===== config.mk =====
export PLATFORM = sky130hd
export DESIGN_NAME = csio_channel
export DESIGN_NICKNAME = d
export VERILOG_FILES = /design/src/rtl/csio_pkg.sv /design/src/rtl/csio_clkgen.sv /design/src/rtl/csio_frame.sv /design/src/rtl/csio_rxbuf.sv /design/src/rtl/csio_channel.sv
export SDC_FILE = /design/constraint.sdc
export NUM_CORES = 1
export LEC_CHECK = 0
export BUFFER_PORTS_ARGS = -buffer_cell sky130_fd_sc_hd__buf_2
export CORE_MARGIN = 2
export CORE_UTILIZATION = 45
export CTS_CLUSTER_DIAMETER = 60
export DETAILED_ROUTE_END_ITERATION = 10
export PLACE_DENSITY = 0.76
export REMOVE_ABC_BUFFERS = 1
export SLEW_MARGIN = 20
export SYNTH_ARGS = -nofsm -noshare
export SYNTH_HDL_FRONTEND = slang
export SYNTH_SLANG_ARGS = --single-unit

===== constraint.sdc =====
create_clock -name clk -period 1.75 [get_ports clk]
set_clock_uncertainty 0.05 [all_clocks]
set_input_delay 0.0875 -clock clk [delete_from_list [all_inputs] [get_ports clk]]
set_output_delay 0.0875 -clock clk [all_outputs]
set_load 0.05 [all_outputs]

===== src/rtl/csio_pkg.sv =====
package csio_pkg;

  typedef enum logic [1:0] {
    FLOW_OFF = 2'd0,
    FLOW_CTS = 2'd1,
    FLOW_RTS = 2'd2,
    FLOW_NONE = 2'd3
  } flow_e;

  typedef enum logic [1:0] {
    PRE_DIV1  = 2'd0,
    PRE_DIV2  = 2'd1,
    PRE_DIV8  = 2'd2,
    PRE_DIV32 = 2'd3
  } presc_e;

  // Low bits of the free-running prescaler that must all be set for a tick.
  function automatic logic [31:0] presc_mask(presc_e sel);
    case (sel)
      PRE_DIV1:  return 32'd0;
      PRE_DIV2:  return 32'd1;
      PRE_DIV8:  return 32'd7;
      default:   return 32'd31;
    endcase
  endfunction

endpackage


===== src/rtl/csio_clkgen.sv =====
module csio_clkgen
  import csio_pkg::*;
#(
  parameter int DIV_W       = 8,
  parameter int PRE_W       = 5,
  parameter int SYNC_STAGES = 2
) (
  input  logic             clk,
  input  logic             rst,
  input  logic             ext_sel,
  input  logic [1:0]       presc_sel,
  input  logic [DIV_W-1:0] div,
  input  logic             pol,
  input  logic             active,
  input  logic             sclk_in,
  output logic             sclk_out,
  output logic             shift_ev,
  output logic             sample_ev,
  output logic             ext_idle
);

  localparam int SYNC_W = SYNC_STAGES + 1;

  logic [PRE_W-1:0]  pre_cnt;
  logic [PRE_W-1:0]  pre_mask;
  logic              pre_en;
  logic [DIV_W-1:0]  half_cnt;
  logic              sclk_q;
  logic              idle_lvl;
  logic [SYNC_W-1:0] sync_q;
  logic              ext_lvl;
  logic              ext_prev;
  logic              int_tog;
  logic              ext_tog;

  assign idle_lvl = ~pol;
  assign pre_mask = PRE_W'(presc_mask(presc_e'(presc_sel)));
  assign pre_en   = (pre_cnt & pre_mask) == pre_mask;

  always_ff @(posedge clk) begin
    if (rst) pre_cnt <= '0;
    else     pre_cnt <= pre_cnt + 1'b1;
  end

  // External clock: synchronizer chain plus one extra stage for edge detection.
  always_ff @(posedge clk) begin
    if (rst) sync_q <= '1;
    else     sync_q <= {sync_q[SYNC_W-2:0], sclk_in};
  end

  assign ext_lvl  = sync_q[SYNC_STAGES-1];
  assign ext_prev = sync_q[SYNC_STAGES];
  assign ext_idle = (ext_lvl == idle_lvl) && (ext_prev == idle_lvl);

  // Internal clock: toggles every (div+1) prescaler ticks while a frame runs.
  always_ff @(posedge clk) begin
    if (rst) begin
      half_cnt <= '0;
      sclk_q   <= 1'b1;
    end else if (!active || ext_sel) begin
      half_cnt <= '0;
      sclk_q   <= idle_lvl;
    end else if (pre_en) begin
      if (half_cnt == div) begin
        half_cnt <= '0;
        sclk_q   <= ~sclk_q;
      end else begin
        half_cnt <= half_cnt + 1'b1;
      end
    end
  end

  assign int_tog  = active && !ext_sel && pre_en && (half_cnt == div);
  assign ext_tog  = active && ext_sel && (ext_lvl != ext_prev);

  assign shift_ev  = (int_tog && (sclk_q == idle_lvl)) ||
                     (ext_tog && (ext_lvl != idle_lvl));
  assign sample_ev = (int_tog && (sclk_q != idle_lvl)) ||
                     (ext_tog && (ext_lvl == idle_lvl));
  assign sclk_out  = sclk_q;


  sample_returns_idle_chk: assert property (@(posedge clk) disable iff (rst)
    (sample_ev && !ext_sel) |=> (sclk_q == $past(idle_lvl)));

endmodule


===== src/rtl/csio_frame.sv =====
module csio_frame #(
  parameter int DATA_W = 8
) (
  input  logic              clk,
  input  logic              rst,
  input  logic              tx_en,
  input  logic              rx_en,
  input  logic              msb_first,
  input  logic              invert,
  input  logic              cont_rx,
  input  logic              tx_irq_sel,
  input  logic              cts_ok,
  input  logic              clk_ready,
  input  logic              tb_wr,
  input  logic [DATA_W-1:0] tb_wdata,
  input  logic              rb_rd,
  input  logic              shift_ev,
  input  logic              sample_ev,
  input  logic              rxd,
  output logic              busy,
  output logic              tb_full,
  output logic              txd,
  output logic              tx_irq,
  output logic              rx_part,
  output logic              seventh,
  output logic              frame_done,
  output logic [DATA_W-1:0] rx_word
);

  localparam int CNT_W = $clog2(DATA_W);
  localparam logic [CNT_W-1:0] LAST_BIT = CNT_W'(DATA_W - 1);
  localparam logic [CNT_W-1:0] SEVENTH_BIT = CNT_W'(DATA_W - 2);

  logic [DATA_W-1:0] tb_data;
  logic [DATA_W-1:0] tsr;
  logic [DATA_W-1:0] rsr;
  logic [CNT_W-1:0]  bitcnt;
  logic              start;
  logic              done_now;
  logic              sev_now;
  logic              out_bit;
  logic              in_bit;

  assign start    = !busy && tx_en && tb_full && cts_ok && clk_ready;
  assign done_now = busy && sample_ev && (bitcnt == LAST_BIT);
  assign sev_now  = busy && sample_ev && (bitcnt == SEVENTH_BIT);
  assign out_bit  = (msb_first ? tsr[DATA_W-1] : tsr[0]) ^ invert;
  assign in_bit   = rxd ^ invert;
  assign rx_word  = rsr;

  always_ff @(posedge clk) begin
    if (rst) begin
      busy       <= 1'b0;
      tb_full    <= 1'b0;
      tb_data    <= '0;
      tsr        <= '0;
      rsr        <= '0;
      bitcnt     <= '0;
      txd        <= 1'b1;
      tx_irq     <= 1'b0;
      rx_part    <= 1'b0;
      seventh    <= 1'b0;
      frame_done <= 1'b0;
    end else begin
      tx_irq     <= tx_irq_sel ? done_now : start;
      seventh    <= sev_now;
      frame_done <= done_now;

      if (tb_wr) begin
        tb_data <= tb_wdata;
        tb_full <= 1'b1;
      end else if (start) begin
        tb_full <= 1'b0;
      end else if (rb_rd && cont_rx) begin
        tb_full <= 1'b1;
      end

      if (start) begin
        busy    <= 1'b1;
        tsr     <= tb_data;
        bitcnt  <= '0;
        rx_part <= rx_en;
      end else if (busy) begin
        if (shift_ev) begin
          txd <= out_bit;
          tsr <= msb_first ? {tsr[DATA_W-2:0], 1'b0} : {1'b0, tsr[DATA_W-1:1]};
        end
        if (sample_ev) begin
          rsr    <= msb_first ? {rsr[DATA_W-2:0], in_bit} : {in_bit, rsr[DATA_W-1:1]};
          bitcnt <= bitcnt + 1'b1;
          if (done_now) busy <= 1'b0;
        end
      end
    end
  end


  start_gate_chk: assert property (@(posedge clk) disable iff (rst)
    $rose(busy) |-> ($past(tx_en) && $past(cts_ok)));


  txirq_at_load_chk: assert property (@(posedge clk) disable iff (rst)
    (tx_irq && !$past(tx_irq_sel)) |-> busy);

endmodule


===== src/rtl/csio_rxbuf.sv =====
module csio_rxbuf #(
  parameter int DATA_W = 8
) (
  input  logic              clk,
  input  logic              rst,
  input  logic              rx_en,
  input  logic              rts_mode,
  input  logic              rb_rd,
  input  logic              seventh,
  input  logic              frame_done,
  input  logic              rx_part,
  input  logic [DATA_W-1:0] rx_word,
  output logic [DATA_W-1:0] rb_data,
  output logic              rx_full,
  output logic              overrun,
  output logic              rx_irq,
  output logic              rts_n
);

  logic frame_ovr;

  always_ff @(posedge clk) begin
    if (rst) begin
      rb_data   <= '0;
      rx_full   <= 1'b0;
      overrun   <= 1'b0;
      rx_irq    <= 1'b0;
      rts_n     <= 1'b1;
      frame_ovr <= 1'b0;
    end else begin
      rx_irq <= 1'b0;
      rts_n  <= !(rts_mode && rx_en && !rx_full);

      if (rb_rd) rx_full <= 1'b0;

      if (seventh && rx_part && rx_full) begin
        overrun   <= 1'b1;
        frame_ovr <= 1'b1;
      end

      if (frame_done && rx_part) begin
        if (frame_ovr) begin
          frame_ovr <= 1'b0;
        end else begin
          rb_data <= rx_word;
          rx_full <= 1'b1;
          rx_irq  <= 1'b1;
        end
      end

      if (!rx_en) overrun <= 1'b0;
    end
  end


  ovr_needs_full_chk: assert property (@(posedge clk) disable iff (rst)
    $rose(overrun) |-> $past(rx_full));


  irq_with_data_chk: assert property (@(posedge clk) disable iff (rst)
    rx_irq |-> rx_full);

endmodule


===== src/rtl/csio_channel.sv =====
module csio_channel
  import csio_pkg::*;
#(
  parameter int DATA_W      = 8,
  parameter int DIV_W       = 8,
  parameter int PRE_W       = 5,
  parameter int SYNC_STAGES = 2
) (
  input  logic              clk,
  input  logic              rst,
  input  logic              cfg_tx_en,
  input  logic              cfg_rx_en,
  input  logic              cfg_ext_clk,
  input  logic [1:0]        cfg_presc,
  input  logic [DIV_W-1:0]  cfg_div,
  input  logic              cfg_pol,
  input  logic              cfg_msb_first,
  input  logic              cfg_invert,
  input  logic              cfg_cont_rx,
  input  logic              cfg_txirq_done,
  input  logic [1:0]        cfg_flow,
  input  logic              tb_wr,
  input  logic [DATA_W-1:0] tb_wdata,
  input  logic              rb_rd,
  output logic [DATA_W-1:0] rb_rdata,
  output logic              tx_buf_empty,
  output logic              busy,
  output logic              rx_full,
  output logic              overrun,
  output logic              tx_irq,
  output logic              rx_irq,
  input  logic              sclk_in,
  output logic              sclk_out,
  input  logic              cts_n,
  output logic              rts_n,
  output logic              txd,
  input  logic              rxd
);

  logic [SYNC_STAGES-1:0] cts_sync;
  logic                   cts_ok;
  logic                   clk_ready;
  logic                   ext_idle;
  logic                   shift_ev;
  logic                   sample_ev;
  logic                   tb_full;
  logic                   rx_part;
  logic                   seventh;
  logic                   frame_done;
  logic [DATA_W-1:0]      rx_word;
  logic                   rts_mode;

  always_ff @(posedge clk) begin
    if (rst) cts_sync <= '1;
    else     cts_sync <= {cts_sync[SYNC_STAGES-2:0], cts_n};
  end

  assign cts_ok       = (flow_e'(cfg_flow) != FLOW_CTS) || !cts_sync[SYNC_STAGES-1];
  assign rts_mode     = (flow_e'(cfg_flow) == FLOW_RTS);
  assign clk_ready    = !cfg_ext_clk || ext_idle;
  assign tx_buf_empty = !tb_full;

  csio_clkgen #(
    .DIV_W      (DIV_W),
    .PRE_W      (PRE_W),
    .SYNC_STAGES(SYNC_STAGES)
  ) clkgen_i (
    .clk      (clk),
    .rst      (rst),
    .ext_sel  (cfg_ext_clk),
    .presc_sel(cfg_presc),
    .div      (cfg_div),
    .pol      (cfg_pol),
    .active   (busy),
    .sclk_in  (sclk_in),
    .sclk_out (sclk_out),
    .shift_ev (shift_ev),
    .sample_ev(sample_ev),
    .ext_idle (ext_idle)
  );

  csio_frame #(
    .DATA_W(DATA_W)
  ) frame_i (
    .clk       (clk),
    .rst       (rst),
    .tx_en     (cfg_tx_en),
    .rx_en     (cfg_rx_en),
    .msb_first (cfg_msb_first),
    .invert    (cfg_invert),
    .cont_rx   (cfg_cont_rx),
    .tx_irq_sel(cfg_txirq_done),
    .cts_ok    (cts_ok),
    .clk_ready (clk_ready),
    .tb_wr     (tb_wr),
    .tb_wdata  (tb_wdata),
    .rb_rd     (rb_rd),
    .shift_ev  (shift_ev),
    .sample_ev (sample_ev),
    .rxd       (rxd),
    .busy      (busy),
    .tb_full   (tb_full),
    .txd       (txd),
    .tx_irq    (tx_irq),
    .rx_part   (rx_part),
    .seventh   (seventh),
    .frame_done(frame_done),
    .rx_word   (rx_word)
  );

  csio_rxbuf #(
    .DATA_W(DATA_W)
  ) rxbuf_i (
    .clk       (clk),
    .rst       (rst),
    .rx_en     (cfg_rx_en),
    .rts_mode  (rts_mode),
    .rb_rd     (rb_rd),
    .seventh   (seventh),
    .frame_done(frame_done),
    .rx_part   (rx_part),
    .rx_word   (rx_word),
    .rb_data   (rb_rdata),
    .rx_full   (rx_full),
    .overrun   (overrun),
    .rx_irq    (rx_irq),
    .rts_n     (rts_n)
  );

endmodule


==> metrics.txt, run 1 <==
io pins=52; GPL Wtd Cong=0.843; worst-path fanout max=7; Worst setup EP type=flop; Post-Syn Instances=311; area grow syn2layout=35.4%; Reg clk slew, reported paths=70 ps; f_max=557 MHz; Period Utilization, post-route=103%; crit path from=clkgen_i.half_cnt[2]; worst vdd ir=0.502 mV; Root Buffer=clkbuf_8; DRC=0; area leader, netlist=dfxtp_1; Startpoint Class=flop; Hold WC Path Type=primary input to flop; WL/cell=13.7 µm; RSZ-0062 raised after global routing=yes; Pre-antenna DRT Iters=4; clock tree buffer depth=2; slew margin rel.=67.3%; sequential fraction of the synthesis area=45.5%; Final ANT Viol Nets=0; commonest non-fill, non-tap cell in the layout=dfxtp_1; area post-placement=0.00339 mm²; Inserted Diodes=0; count of final hold-check violations=0; pin count of the biggest net entering global routing=34; most frequent cells in the layout=62 x dfxtp_1, 51 x buf_2, 39 x nor2_1; leakage power=1.66 nW; DRT iter0 DRCs=86; vias per cell=5.08; Mean Syn Cell Area=9.34 µm²; Slew @ Worst Pin=489 ps; status=finished, violations left; row count=29; CTS Sinks=66; latest clock arrival within the worst-skew pair=330 ps; Die W=84.4 µm; Final Util=62.3%; HP Start=rst; Yosys reg bits=66; Slew Limit Fails=0; Max Cap Viol=0; area of the mapped netlist=0.00291 mm²; Final Hold Slack=35.9 ps; initial antenna violation count=0; Die Area=0.00711 mm²; die height=84.4 µm; GRT Resource Usage Total=19.1%; Syn. warnings=0; hpwl dp=4410 µm; first-pass GRT wire length=11,000 µm; crit path kind=flop to flop; Layout Nets=440; Worst EP required=1930 ps; worst path arrival time=1970 ps; design area=0.00393 mm²; post-synth top area share=45.5%; port buffer count=51; worst r2r src=clkgen_i.half_cnt[2]; fraction of layout cells with a size suffix above 1=32.4%; Initial Util=46.0%; Final min period=1800 ps; GRT overflow=0; PD cells=833 mW/mm²; fin worst setup slack=-46.6 ps; failing checks=negative setup slack; CTS tree=done; Via Count=2,445; number of global-route vias before repair=2,418; WL final=6590 µm; Distinct cells, synth=43; total CTS buffers=9; Final setup violation count=8; largest cells by area after synthesis=dfxtp_1 45%, mux2i_1 8.3%, xor2_1 5.7%; core area=0.00631 mm²; htree depth=3
-- path summary, 6_finish.rpt --
path                             end  slack [ps]  cells after the start
setup reg to reg  frame_i.rx_word[7]         -50                      7
hold / removal       frame_i.tb_full          40                      2
hold reg to reg   clkgen_i.sync_q[1]         360                      1
setup / recovery  frame_i.rx_word[7]         -50                      7
-- metal layers --
metal	track usage [%]	routed length, µm
met1	24.1	2830
met5	0	0
met4	6.64	92
met2	31.7	3360
met3	5.21	305
-- where the power goes --
| part | switching [mW] | internal, mW | total (mW) |
|---|---|---|---|
| logic | 0.162 | 0.141 | 0.303 |
| clock network | 0.541 | 0.874 | 1.42 |
| registers | 0.0232 | 1.54 | 1.56 |
-- worst max-delay path, cell delays in order (launching register included) --
cell and delay [ps]:
dfxtp_2 340, xor2_2 150, nor4_4 350, buf_4 180
a41oi_4 190, buf_6 190, mux2i_2 170, nor2_1 60
-- stage by stage --
| stage | power, mW | setup slack (ps) | TNS [ps] | cells |
|---|---|---|---|---|
| 6_report | 3.28 | -46.6 | -199 | 481 |
| 5_1_grt | 3.40 | -131 | -1630 | 481 |
| 4_1_cts | 3.29 | -17.5 | -60.1 | 480 |
| 3_5_place_dp | 1.85 | -130 | -1030 | 448 |
| 3_3_place_gp | 1.85 | -49.2 | -287 | 448 |
| 2_1_floorplan | 1.72 | -541 | -7970 | 297 |
-- cells in the mapped netlist, drive strengths merged --
library cell and count:
a2bb2oi 6, mux2 6, nand3 10, o22a 1
nand3b 2, nand2b 3, xor2 19, nand4 4
or3b 2, nor3 5, and2 1, o221ai 2
and3 2, a31oi 1, nor2b 6, dfxtp 66
clkbuf 11, buf 3, o2111a 1, o211ai 1
mux2i 24, o22ai 1, or2 6, nor4 2
a21oi 23, and4 1, xnor2 4, o21a 1
a21boi 2, a211oi 2, o2111ai 1, nand2 37
a211o 1, a32oi 1, a41oi 3, inv 4
nor2 39, o21ai 2, ha 5
-- state kept, by name (all words and copies together) (netlist names) --
name                count
frame_i.tx_irq          1
frame_i.rx_part         1
clkgen_i.half_cnt       8
clkgen_i.sclk_out       1
frame_i.busy            1
frame_i.bitcnt          3
rxbuf_i.overrun         1
frame_i.rx_word         8
frame_i.tb_data         8
frame_i.seventh         1
frame_i.tsr             8
rxbuf_i.rb_data         8
clkgen_i.sync_q         3
frame_i.frame_done      1
rxbuf_i.frame_ovr       1
cts_sync                2
rxbuf_i.rts_n           1
rxbuf_i.rx_full         1
frame_i.txd             1
clkgen_i.pre_cnt        5
rxbuf_i.rx_irq          1
frame_i.tb_full         1
-- kinds of logic after synthesis --
group	Yosys count	share of synthesized area [%]
mux	30	10.6
simple gates	120	20.0
xor+xnor	23	6.93
buf+inv	18	2.76
fa+ha+maj	5	2.15
flops	66	45.5
compound gates	49	12.1
-- area by class of cell --
class / count / area [µm²]
inverter: 4 / 15.0
clock inverter: 2 / 60.1
clock buffer: 13 / 159
sequential: 66 / 1330
fill: 543 / 2380
timing repair buffer: 92 / 646
multi-input combinational: 227 / 1630
tap: 77 / 96.3
-- repair_timing --
item                       4_1_cts  5_1_grt
buffers inserted                 2        1
cloned                           1        0
hold endpoints to repair        14        0
hold buffers                    14        0
gates resized for setup         14       18
setup endpoints to repair       22       23
pin swaps                        5       15
Power figures use the tool's default switching activity.
==> run 2: changes to the inputs <==
--- a/config.mk
+++ b/config.mk
@@ -5,9 +5,11 @@
 export SDC_FILE = /design/constraint.sdc
 export NUM_CORES = 1
 export LEC_CHECK = 0
+export ABC_AREA = 1
 export BUFFER_PORTS_ARGS = -buffer_cell sky130_fd_sc_hd__buf_2
 export CORE_MARGIN = 2
 export CORE_UTILIZATION = 45
+export CTS_BUF_LIST = sky130_fd_sc_hd__clkbuf_2
 export CTS_CLUSTER_DIAMETER = 60
 export DETAILED_ROUTE_END_ITERATION = 10
 export PLACE_DENSITY = 0.76
==> run 2 against run 1 <==
The run now ends clean. Worst hold slack better by 29 ps. Worst setup slack improved by 63 ps. Clock power shrank 30%. Area after synthesis increased by 3.3%. Die area grew 3.1%. Register-to-register slack improved by 60 ps. Critical path type unchanged. Critical endpoint is now frame_i.bitcnt[0]. Sequential share of layout area is 0.58 points higher. First-iteration DRC count increased by 27%. Largest power group unchanged. Utilization is 1.3 points lower. Wire length grew 10%.
==> metrics.txt, run 2 <==
Crit path top cell by count=nand2_1; vias per cell=4.94 (-2.9%); slew margin rel.=70.7% (+3.4 points); number of synthesized flops with an enable pin=0 (unchanged); Via Count=2,913 (+19%); Layout Nets=548 (+25%); first-pass GRT wire length=11,400 µm (+4.1%); Final Hold Slack=64.6 ps (+28.7 ps); htree depth=3 (unchanged); die height=85.7 µm (+1.5%); largest cells by area after synthesis=dfxtp_1 44%, nand2_1 10%, nor2_1 7.9%; area leader, netlist=dfxtp_1; Period Utilization, post-route=99.1% (-3.6 points); CP Cell Sequence=inv_1 > nand2_1 > nand2_1 > nor2_1 > nand2_1 > nor2_4 > nand3_4 > nand2_8 > buf_6 > nand2_2 > a21oi_1; Yosys reg bits=66 (unchanged); Slew Limit Fails=0 (unchanged); NetSw=0.754 mW (+3.9%); CP max stage cell=dfxtp_2; Initial Util=47.0% (+0.97 points); Post-Syn Instances=413 (+33%); CTS tree=done; number of global-route vias before repair=2,657 (+9.9%); area grow syn2layout=29.8%; Die Area=0.00734 mm² (+3.1%); Syn. warnings=0 (unchanged); clock tree buffer depth=2 (unchanged); crit path kind=flop to flop; commonest non-fill, non-tap cell in the layout=nand2_1; worst-path fanout max=6 (-1); port buffer count=51 (unchanged); most frequent cells in the layout=80 x nand2_1, 63 x nor2_1, 58 x dfxtp_1; internal power=2.17 mW (-15%); Final min period=1730 ps (-63.1 ps); fraction of layout cells with a size suffix above 1=22.0% (-10 points); Final setup violation count=0 (-8); Reg clk slew, reported paths=190 ps (+120 ps); row count=29 (unchanged); GRT Resource Usage Total=19.8% (+0.72 points); Sw Ratio=25.8% (+3.6 points); hpwl dp=4810 µm (+9.1%); Pre-antenna DRT Iters=4 (unchanged); Root Buffer=clkbuf_2; io pins=52 (unchanged); Synth top cells by count=80 x nand2_1, 66 x dfxtp_1, 63 x nor2_1; GPL Wtd Cong=0.866 (+2.6%); Largest stage delay, worst path=390 ps (+40 ps); dpl ws=87.1 ps (+217 ps); status=finished, final reports clean; Multi-input gate area=0.00146 mm² (-11%); Mean Syn Cell Area=7.26 µm² (-22%); Setup TNS=0 ps (+199 ps); DRT iter0 DRCs=109 (+27%); Slew @ Worst Pin=440 ps (-49.2 ps); Flop pwr share=53.6% (+6.0 points); core area=0.00639 mm² (+1.1%); Top delay family on crit path=simple AND/OR/NAND/NOR gates; CP Buf/Inv Count=2 (unchanged); worst vdd ir=0.438 mV (-13%); area of the mapped netlist=0.00300 mm² (+3.3%); register area=0.00134 mm² (+0.75%); pin count of the biggest net entering global routing=35 (+2.9%); f_max=577 MHz (+3.6%); Most used DFF post-synth=dfxtp_1; Finished Layout Cells=590 (+23%); latest clock arrival within the worst-skew pair=500 ps (+170 ps); post-synth top area share=44.0% (-1.4 points); count leader, synth=nand2_1; GRT overflow=0 (unchanged); Worst setup EP type=flop; total CTS buffers=9 (unchanged); DRC=0 (unchanged); Clk pwr share=34.3% (-8.9 points); R2R Setup Slk=20 ps (+60 ps); sequential fraction of the synthesis area=44.0% (-1.4 points); Inserted Diodes=0 (unchanged); Max Cap Viol=0 (unchanged); count of final hold-check violations=0 (unchanged); Hold WC Path Type=primary input to flop; CTS Sinks=66 (unchanged); worst path arrival time=2100 ps (+130 ps); Comb power frac=12.1% (+2.9 points); WL/cell=12.3 µm (-9.9%); asr flop ratio synth=0% (unchanged); RSZ-0062 raised after global routing=yes; Final ANT Viol Nets=0 (unchanged); fin worst setup slack=16.5 ps (+63.1 ps); Startpoint Class=flop; PD cells=751 mW/mm² (-9.9%); Die W=85.7 µm (+1.5%); dpl cells=536 (+20%); Distinct cells, synth=35 (-19%); WL final=7280 µm (+10%); Worst EP required=2120 ps (+190 ps); Filler cells=579 (+6.6%); leakage power=1.76 nW (+6.2%); initial antenna violation count=0 (unchanged)
[run 2: what timing repair did]
item,CTS,global route
gates resized for setup,0,20
buffers inserted,0,4
hold endpoints to repair,26,0
hold buffers,33,0
endpoints found under the setup margin,0,25
[run 2: worst register-to-register path: stages (launching register included)]
cell and delay (ps):
dfxtp_2 390, inv_1 70, nand2_1 60, nand2_1 40
nor2_1 100, nand2_1 100, nor2_4 210, nand3_4 150
nand2_8 120, buf_6 120, nand2_2 40, a21oi_1 190
[run 2: cell families after synthesis]
kind of cell | share of synthesized area, %
simple gates | 28.5
compound gates | 14.1
flops | 44.0
buf+inv | 8.38
mux | 1.67
fa+ha+maj | 2.09
xor+xnor | 1.17
[run 2: area by class of cell]
| class | instances | area share [%] |
|---|---|---|
| clock buffer | 10 | 1.28 |
| clock inverter | 6 | 2.09 |
| inverter | 48 | 4.79 |
| multi-input combinational | 287 | 37.4 |
| sequential | 66 | 34.3 |
| tap | 77 | 2.47 |
| timing repair buffer | 96 | 17.6 |
[run 2: power by group through the flow]
stage,logic [mW],clock network (mW),registers (mW)
detailed placement,0.278,0,1.60
floorplan,0.147,0,1.61
finish,0.353,1.00,1.57
global placement,0.273,0,1.60
global route,0.392,1.09,1.57
CTS,0.339,1.02,1.57
[run 2: path summary, 6_finish.rpt]
path	startpoint	endpoint	cells after the start
max	clkgen_i.half_cnt[4]	frame_i.bitcnt[0]	11
min	tb_wr	frame_i.tb_full	3
max reg2reg	clkgen_i.half_cnt[4]	frame_i.bitcnt[0]	11
min reg2reg	clkgen_i.sync_q[0]	clkgen_i.sync_q[1]	1
[run 2: per-stage QoR]
step                      util (%)  total power, mW  cell area [µm²]
after CTS                     59.5             2.93             3800
after global routing          61.0             3.06             3890
after detailed placement      52.3             1.88             3340
after floorplan                  -             1.76             2930
after global placement        52.3             1.87             3340
final                         61.0             2.92             3890
[run 2: routing by layer]
metal | up-vias | global-route usage, % | share of wire, %
li1 | 1520 | - | -
met1 | 1310 | 24.3 | 44
met2 | 75 | 33.5 | 49
met3 | 8 | 5.10 | 5.6
met4 | 0 | 7.36 | 1.3
met5 | - | 0 | 0
